==> config.mk <==
export PLATFORM = sky130hd
export DESIGN_NAME = rtrt_nresp_timer
export DESIGN_NICKNAME = d
export VERILOG_FILES = /design/src/rtl/rtrt_nresp_pkg.sv /design/src/rtl/rtrt_us_prescaler.sv /design/src/rtl/rtrt_win_select.sv /design/src/rtl/rtrt_nresp_core.sv /design/src/rtl/rtrt_nresp_timer.sv
export SDC_FILE = /design/constraint.sdc
export NUM_CORES = 1
export LEC_CHECK = 0
export ABC_AREA = 1
export CORE_UTILIZATION = 50
export DETAILED_ROUTE_END_ITERATION = 12
export GPL_TIMING_DRIVEN = 0
export PLACE_DENSITY = 0.73
export SYNTH_ARGS = -nofsm -noshare
export SYNTH_HDL_FRONTEND = slang
export SYNTH_HIERARCHICAL = 1
export SYNTH_SLANG_ARGS = --single-unit
==> constraint.sdc <==
create_clock -name clk -period 1.86 [get_ports clk]
set_clock_uncertainty 0.05 [all_clocks]
set_input_delay 0.279 -clock clk [delete_from_list [all_inputs] [get_ports clk]]
set_output_delay 0.279 -clock clk [all_outputs]
set_load 0.01 [all_outputs]
==> src/rtl/rtrt_nresp_pkg.sv <==
package rtrt_nresp_pkg;
  typedef enum logic [1:0] {
    WIN_STD   = 2'b00,
    WIN_MID   = 2'b01,
    WIN_LONG  = 2'b10,
    WIN_XLONG = 2'b11
  } win_sel_t;

  localparam int unsigned HZ_PER_MHZ = 1_000_000;

  function automatic int unsigned max4(input int unsigned a, input int unsigned b,
                                       input int unsigned c, input int unsigned d);
    int unsigned m;
    m = a;
    if (b > m) m = b;
    if (c > m) m = c;
    if (d > m) m = d;
    return m;
  endfunction
endpackage

==> src/rtl/rtrt_us_prescaler.sv <==
module rtrt_us_prescaler #(
  parameter int unsigned CYC_PER_US = 50
) (
  input  logic clk,
  input  logic clr,
  input  logic run,
  output logic us_tick
);
  localparam int unsigned PW = (CYC_PER_US > 1) ? $clog2(CYC_PER_US) : 1;
  localparam logic [PW-1:0] LAST = PW'(CYC_PER_US - 1);

  logic [PW-1:0] cnt_q;

  assign us_tick = run && !clr && (cnt_q == LAST);

  always_ff @(posedge clk) begin
    if (clr || !run) cnt_q <= '0;
    else if (cnt_q == LAST) cnt_q <= '0;
    else cnt_q <= cnt_q + 1'b1;
  end

  AST_PRESC_RANGE: assert property (@(posedge clk) cnt_q <= LAST) else $error("prescaler range");
endmodule

==> src/rtl/rtrt_win_select.sv <==
module rtrt_win_select
  import rtrt_nresp_pkg::*;
#(
  parameter int unsigned US_STD   = 57,
  parameter int unsigned US_MID   = 100,
  parameter int unsigned US_LONG  = 125,
  parameter int unsigned US_XLONG = 150,
  parameter int unsigned UW       = 8
) (
  input  logic          clk,
  input  logic          mreset,
  input  logic          we,
  input  logic [1:0]    wdata,
  output logic [1:0]    sel,
  output logic [UW-1:0] win_us
);
  win_sel_t sel_q;

  always_ff @(posedge clk) begin
    if (mreset) sel_q <= WIN_STD;
    else if (we) sel_q <= win_sel_t'(wdata);
  end

  assign sel = sel_q;

  always_comb begin
    unique case (sel_q)
      WIN_STD:   win_us = UW'(US_STD);
      WIN_MID:   win_us = UW'(US_MID);
      WIN_LONG:  win_us = UW'(US_LONG);
      WIN_XLONG: win_us = UW'(US_XLONG);
      default:   win_us = UW'(US_STD);
    endcase
  end

  AST_SEL_MRST_CLEARS: assert property (@(posedge clk) $past(mreset) |-> (sel_q == WIN_STD)) else $error("sel mreset");
  AST_SEL_HOLDS: assert property (@(posedge clk) disable iff (mreset)
    (!$past(mreset) && !$past(we)) |-> $stable(sel_q)) else $error("sel hold");
endmodule

==> src/rtl/rtrt_nresp_core.sv <==
module rtrt_nresp_core #(
  parameter int unsigned UW = 8
) (
  input  logic          clk,
  input  logic          mreset,
  input  logic          sreset,
  input  logic          start,
  input  logic          sync_ok,
  input  logic [UW-1:0] win_us,
  input  logic          us_tick,
  output logic          busy,
  output logic          timeout
);
  logic [UW-1:0] lim_q;
  logic [UW-1:0] us_q;
  logic          busy_q;
  logic          to_q;
  logic          expire;

  assign expire = busy_q && us_tick && (us_q == lim_q - 1'b1);

  always_ff @(posedge clk) begin
    if (mreset || sreset) begin
      busy_q <= 1'b0;
      to_q   <= 1'b0;
      us_q   <= '0;
      lim_q  <= '0;
    end else if (start) begin
      busy_q <= 1'b1;
      to_q   <= 1'b0;
      us_q   <= '0;
      lim_q  <= win_us;
    end else if (busy_q && sync_ok) begin
      busy_q <= 1'b0;
      to_q   <= 1'b0;
    end else if (expire) begin
      busy_q <= 1'b0;
      to_q   <= 1'b1;
    end else begin
      to_q <= 1'b0;
      if (busy_q && us_tick) us_q <= us_q + 1'b1;
    end
  end

  assign busy    = busy_q;
  assign timeout = to_q;

  AST_ERR_ONE_CYCLE: assert property (@(posedge clk) disable iff (mreset || sreset)
    to_q |=> !to_q) else $error("err width");
  AST_ERR_AFTER_BUSY: assert property (@(posedge clk) disable iff (mreset || sreset)
    $rose(to_q) |-> ($past(busy_q) && !busy_q)) else $error("err w/o busy");
  AST_BUSY_NEEDS_CMD: assert property (@(posedge clk) disable iff (mreset || sreset)
    $rose(busy_q) |-> $past(start)) else $error("busy w/o cmd");
  AST_SYNC_STOPS: assert property (@(posedge clk) disable iff (mreset || sreset)
    (busy_q && sync_ok && !start) |=> (!busy_q && !to_q)) else $error("sync stop");
  AST_NO_OVERRUN: assert property (@(posedge clk) disable iff (mreset || sreset)
    busy_q |-> (us_q < lim_q)) else $error("count overrun");
endmodule

==> src/rtl/rtrt_nresp_timer.sv <==
module rtrt_nresp_timer
  import rtrt_nresp_pkg::*;
#(
  parameter int unsigned CLK_HZ   = 50_000_000,
  parameter int unsigned US_STD   = 57,
  parameter int unsigned US_MID   = 100,
  parameter int unsigned US_LONG  = 125,
  parameter int unsigned US_XLONG = 150
) (
  input  logic       clk,
  input  logic       mreset,
  input  logic       sreset,
  input  logic       cfg_we,
  input  logic [1:0] cfg_wdata,
  output logic [1:0] cfg_rdata,
  input  logic       rtrt_cmd_acc,
  input  logic       rx_sync_ok,
  output logic       nr_timeout,
  output logic       nr_busy
);
  localparam int unsigned CYC_PER_US = CLK_HZ / HZ_PER_MHZ;
  localparam int unsigned MAX_US     = max4(US_STD, US_MID, US_LONG, US_XLONG);
  localparam int unsigned UW         = $clog2(MAX_US + 1);

  logic [UW-1:0] win_us;
  logic          us_tick;
  logic          busy_w;

  rtrt_win_select #(
    .US_STD(US_STD), .US_MID(US_MID), .US_LONG(US_LONG), .US_XLONG(US_XLONG), .UW(UW)
  ) u_sel (
    .clk(clk), .mreset(mreset), .we(cfg_we), .wdata(cfg_wdata),
    .sel(cfg_rdata), .win_us(win_us)
  );

  rtrt_us_prescaler #(.CYC_PER_US(CYC_PER_US)) u_presc (
    .clk(clk), .clr(rtrt_cmd_acc || mreset || sreset), .run(busy_w), .us_tick(us_tick)
  );

  rtrt_nresp_core #(.UW(UW)) u_core (
    .clk(clk), .mreset(mreset), .sreset(sreset), .start(rtrt_cmd_acc),
    .sync_ok(rx_sync_ok), .win_us(win_us), .us_tick(us_tick),
    .busy(busy_w), .timeout(nr_timeout)
  );

  assign nr_busy = busy_w;
endmodule

-- Yosys cells after proc, flatten, opt, wreduce, memory -nomap -nowiden
Index checks and enable logic that the tools add are counted.
- $add $sub $neg: 3
- eq/ne operators: 5
- muxes and demuxes: 5
- bitwise operators: 2
- reductions and logical operators: 17
- operators by type and width (kind ; number):
    case mux 8 bit (4 select lines) ; 1
    adder 8 x 1 -> 8 bit, second input constant ; 1
    == test 8 bit ; 1
    subtractor 8 x 1 -> 8 bit, second input constant ; 1
    adder 6 x 1 -> 6 bit, second input constant ; 1
    == test 6 bit, second input constant ; 1
    logical AND 1 bit ; 5
    == test 2 bit, second input constant ; 2
    logical OR 1 bit ; 4
    two-way mux 1 bit ; 4
    OR reduction 2 bit ; 2
    AND reduction 3 bit ; 1
    nonzero test 3 bit ; 1
    OR reduction 3 bit ; 1
    == test 2 x 1 -> 1 bit, second input constant ; 1
    zero test 1 bit ; 2
    zero test 2 bit ; 1
    NOT 1 bit ; 2
- register bits after elaboration: 26
- output and inout bits: 4

-- Logic depth before layout (Yosys ltp)
- depth in word-level cells: 10
- mapped depth: 14

-- Cells and area by module
Netlist, hierarchy kept.
- by module, submodules not included (module ; times used ; cells an instance ; area an instance (µm²)):
    rtrt_nresp_core ; 1 ; 159 ; 1063.5
    rtrt_us_prescaler ; 1 ; 35 ; 304.0
    rtrt_win_select ; 1 ; 26 ; 183.9
    rtrt_nresp_timer ; 1 ; 3 ; 11.3

-- Worst setup path before layout
OpenSTA, ideal clock, no wires.
- path type: register to register
- from: register u_presc.cnt_q[0]
- to: register u_core.us_q[2]
- data arrival time: 1594 ps
- data required time: 1687 ps
- slack: 93 ps
- stages on the path, launching flop included: 14
- buffers on the path: 1
- period minus slack after synthesis: 1767 ps
- cell sequence: dfxtp_1 > ha_1 > nand3_2 > nor3_2 > nand2_1 > inv_4 > o21ai_1 > nor2_1 > nand3_1 > nor2_2 > nand2_2 > buf_6 > nand4_1 > a21oi_1
- cells in the longest elaborated chain, start to end: 6
- RTL lines (element ; line ; text):
    start, declared ; rtrt_us_prescaler.sv:12 ; logic [PW-1:0] cnt_q;
    start signal, assigned ; rtrt_us_prescaler.sv:19 ; else cnt_q <= cnt_q + 1'b1;
    == test 6 bit * ; rtrt_us_prescaler.sv:14 ; assign us_tick = run && !clr && (cnt_q == LAST);
    logical AND 1 bit * ; rtrt_us_prescaler.sv:14 ;
    net us_tick ; rtrt_nresp_timer.sv:26 ; logic us_tick;
    logical AND 1 bit * ; rtrt_nresp_core.sv:20, rtrt_nresp_core.sv:41 ;
    logical AND 1 bit ; rtrt_nresp_core.sv:20 ; assign expire = busy_q && us_tick && (us_q == lim_q - 1'b1);
    NOT 1 bit (no source line) ; - ;
    AND reduction 3 bit (no source line) * ; - ;
    end signal, assigned ; rtrt_nresp_core.sv:41 ; if (busy_q && us_tick) us_q <= us_q + 1'b1;
    end, declared ; rtrt_nresp_core.sv:15 ; logic [UW-1:0] us_q;
The timed path passes the listed nets; every way through them passes the cells marked *.
A chain may end at the register's enable or synchronous reset.

-- Worst setup path in the final report
- from: register u_presc.cnt_q[1]
- to: register u_core.us_q[7]
Same word-level chain as after synthesis.

==> results.yml <==
sta:
  rsz_0062_raised_after_global_routing: "true"
  hold_viol_final: 0
  final_max_slew_viol_count: 0
  timing.final.crit_period_ps: 1865
  holdWs_ps: 218.9
  timing.slew.headroom_pct: 71.56
  final_critical_path_setup_slack_ps: -4.672
  worst_pin_slew_ps: 426.6
  max_freq_mhz: 536.3
  tcrit_tclk_final_pct: 100.3
  report.final.setup_viol: 2
place:
  dpl-instance-area_sq_um: 1712
  place.detailed.hpwl_microns: 2171
  number_of_port_buffers: 11
  gp_routability_congestion: 0.8362
  dp_cells: 265
logic_synthesis:
  synth_cell_type_count: 28
  postSynthNetCount: 240
  synth_warnings: 6
  area_fraction_of_the_dominant_cell_type_after_synthesis_pct: 33.31
  synthesis.instances: 223
  post_synth_instance_area_sq_um: 1563
  ys_top_cells_by_area: "sky130_fd_sc_hd__dfxtp_1, sky130_fd_sc_hd__nand2_1, sky130_fd_sc_hd__ha_1, sky130_fd_sc_hd__inv_1, sky130_fd_sc_hd__a21oi_1"
  ys_seq_elements: 26
  seq_area_frac_synth_pct: 33.31
  post_synth.cell_area_avg_sq_um: 7.008
  synth_area_leader_cell: "sky130_fd_sc_hd__dfxtp_1"
cells_and_area:
  finalNonFillerCells: 276
  final_layout_size_suffix_gt1_share_pct: 18.37
  ant_cells: 0
  cell_area_after_layout_sq_um: 1869
  final_core_util_pct: 65.53
  synthToLayoutAreaGrowth_pct: 19.62
  final.fill_count: 254
  finalNetCount: 263
power_and_ir_drop:
  seq_power_share_pct: 58.1
  power_per_cell_area_nw_per_um2: 533.2
  vdd_drop_max_uv: 411.6
  p_clk_share_pct: 28.1
  switching_share_pct: 25.19
  comb_power_share_pct: 13.8
  total_power_mw: 0.9967
  p_leak_nw: 0.7809
  internal_power_mw: 0.7456
  switching_power_mw: 0.2511
setup_path:
  critPathBufInv: 3
  crit_type: "reg2reg"
  crit_path_start_kind: "flip-flop"
  critPathTopFamily: "simple AND/OR/NAND/NOR gates"
  crit_path_top_delay_cell: "sky130_fd_sc_hd__dfxtp_2"
  worstPathCellList: "inv_2 > ha_4 > nand3_4 > nor3_2 > nand2_1 > inv_4 > o21ai_2 > nor2_1 > nand3_1 > nor2_2 > nand2_2 > buf_6 > nand4_1 > a21oi_2"
  max_stage_delay_ps: 350
  worstPathMaxFanout: 5
  cp.required_ps: 2020
  cp.arrival_ps: 2030
  worst_setup_path_end_kind: "flip-flop"
routing:
  top_metal_used: "met4"
  detail-route-antenna-nets: 0
  dr.pass1.iters: 4
  wl_met1_microns: 1505
  detailroute.wirelength.met2_microns: 1432
  wl_met3_microns: 73
  total_number_of_vias: 1380
  drt-initial-drc-count: 76
  routedWlPerCell_microns: 11.00
  routed_wirelength_microns: 3037
  route.detailed.drc: 0
  routed_via_density: 5.000
clock_network:
  cts_tree: "done"
  clkSlewWorstSetupHoldPaths_ps: 140
  cts.sink_count: 26
  cts_buffers: 3
  ctsLongestPathBuffers: 2
  cts_htree_levels: 1
  root_buffer: "sky130_fd_sc_hd__clkbuf_4"
  worst_skew_pair.late_latency_ps: 310
floorplan:
  core.rowCount: 19
  die_width_microns: 57.91
  initial_utilization_pct: 54.78
  die_height_microns: 57.91
  floorplan.core_area_sq_um: 2853
  die-area_sq_um: 3353
  design.portCount: 12
status:
  violations: "setup timing"
  run_status: "finished with violations"
grt:
  number_of_global_route_vias_before_repair: 1186
  largest_net_degree_at_the_start_of_global_routing: 15
  antenna_found_initial: 0
  grt_remaining_overflow: 0
  grt.total_usage_pct: 18.84
  grt_pass1_wl_microns: 4905
hold_path:
  worst_min_delay_path_category: "in2reg"
run:
  cap_viol_max_count: 0
[flip-flops by register name, indices dropped and copies added, names as in the netlist]
| name | flops |
|---|---|
| u_sel/sel | 2 |
| u_core/timeout | 1 |
| u_core/lim_q | 8 |
| u_core/us_q | 8 |
| u_presc/cnt_q | 6 |
| u_core/busy | 1 |
[area by class of cell]
class	instances	area, sq um	area share [%]
plain buffers	6	41.29	2.209
clock buffers	4	36.28	1.941
inverters	31	118.9	6.359
multi-input cells	160	934.6	50.00
flip-flops and latches	26	531.8	28.45
well taps	31	38.79	2.075
repair buffers	18	167.7	8.969
[Yosys cell counts]
library cell,instances
sky130_fd_sc_hd__nand3b_1,1
sky130_fd_sc_hd__dfxtp_1,26
sky130_fd_sc_hd__nor2_1,18
sky130_fd_sc_hd__buf_6,1
sky130_fd_sc_hd__a21oi_1,17
sky130_fd_sc_hd__inv_4,1
sky130_fd_sc_hd__xnor2_1,5
sky130_fd_sc_hd__clkbuf_1,1
sky130_fd_sc_hd__nor3_1,1
sky130_fd_sc_hd__nand2_2,1
sky130_fd_sc_hd__buf_1,1
sky130_fd_sc_hd__o21ai_0,6
sky130_fd_sc_hd__or2_1,1
sky130_fd_sc_hd__nand3_1,12
sky130_fd_sc_hd__o21bai_1,1
sky130_fd_sc_hd__nand2_4,1
sky130_fd_sc_hd__xor2_1,8
sky130_fd_sc_hd__buf_4,3
sky130_fd_sc_hd__inv_1,29
sky130_fd_sc_hd__ha_1,9
sky130_fd_sc_hd__inv_2,1
sky130_fd_sc_hd__nand2_1,54
sky130_fd_sc_hd__nor3_2,1
sky130_fd_sc_hd__nor2_2,9
sky130_fd_sc_hd__nand4_1,9
sky130_fd_sc_hd__a21oi_2,1
sky130_fd_sc_hd__o21ai_1,3
sky130_fd_sc_hd__nand3_2,2
[repair_timing]
item / in CTS / in global routing
cloned: 0 / 1
gates resized for setup: 4 / 19
hold buffers: 0 / 0
pin swaps: 1 / 7
setup endpoints to repair: 10 / 9
hold endpoints to repair: 0 / 0
setup buffers: 2 / 4
[power groups by stage]
stage               sequential, mW  combinational [mW]  clock, mW
finish                       0.579               0.137      0.280
global route                 0.582               0.158      0.319
CTS                          0.582               0.137      0.296
detailed placement           0.594               0.137          0
global placement             0.594               0.135          0
floorplan                    0.594              0.0932          0
[tightest hold or removal path: stages]
cell and delay [ps]:
sky130_fd_sc_hd__dlymetal6s2s_1 120, sky130_fd_sc_hd__inv_1 70, sky130_fd_sc_hd__nand2_1 60, sky130_fd_sc_hd__nor2_1 30
[path summary, 6_finish.rpt]
path / start / end / slack, ps / cells after the start
worst max register to register: u_presc/cnt_q[1] / u_core/us_q[7] / -5 / 14
worst min register to register: u_core/lim_q[7] / u_core/lim_q[7] / 450 / 2
worst max-delay path: u_presc/cnt_q[1] / u_core/us_q[7] / -5 / 14
worst min-delay path: mreset / u_sel/sel[1] / 220 / 4
[cell usage in the layout (no fill, tap or decap), types with 2 or more instances in the layout]
master,n
sky130_fd_sc_hd__buf_6,2
sky130_fd_sc_hd__ha_1,8
sky130_fd_sc_hd__dfxtp_1,21
sky130_fd_sc_hd__o21ai_0,6
sky130_fd_sc_hd__a21oi_1,14
sky130_fd_sc_hd__buf_4,9
sky130_fd_sc_hd__o21ai_1,2
sky130_fd_sc_hd__nand3_1,12
sky130_fd_sc_hd__dfxtp_4,2
sky130_fd_sc_hd__dfxtp_2,3
sky130_fd_sc_hd__nand4_1,9
sky130_fd_sc_hd__clkbuf_4,3
sky130_fd_sc_hd__a21oi_2,4
sky130_fd_sc_hd__nand2_2,2
sky130_fd_sc_hd__xor2_1,8
sky130_fd_sc_hd__nand3_4,2
sky130_fd_sc_hd__nand2_1,53
sky130_fd_sc_hd__inv_2,2
sky130_fd_sc_hd__inv_1,28
sky130_fd_sc_hd__nor2_1,17
sky130_fd_sc_hd__nor2_2,9
sky130_fd_sc_hd__clkdlybuf4s50_1,9
sky130_fd_sc_hd__xnor2_1,5
[metrics by stage]
step	setup WS, ps	setup TNS, ps
2_1_floorplan	93.21	0
3_3_place_gp	-446.5	-4331
3_5_place_dp	-448.6	-4238
4_1_cts	22.28	0
5_1_grt	-92.70	-744.9
6_report	-4.672	-5.759
[routing by layer]
layer / track usage [%] / up-vias
li1: - / 745
met4: 6.122 / 0
met3: 3.348 / 2
met1: 23.61 / 617
met5: 0 / -
met2: 32.68 / 16
[kinds of logic after synthesis]
family,share of synthesized area (%)
simple gates,32.59
buf+inv,10.25
compound gates,9.367
flops,33.31
xor+xnor,7.286
fa+ha+maj,7.206
Note: power is estimated with default switching activity, not from simulation.
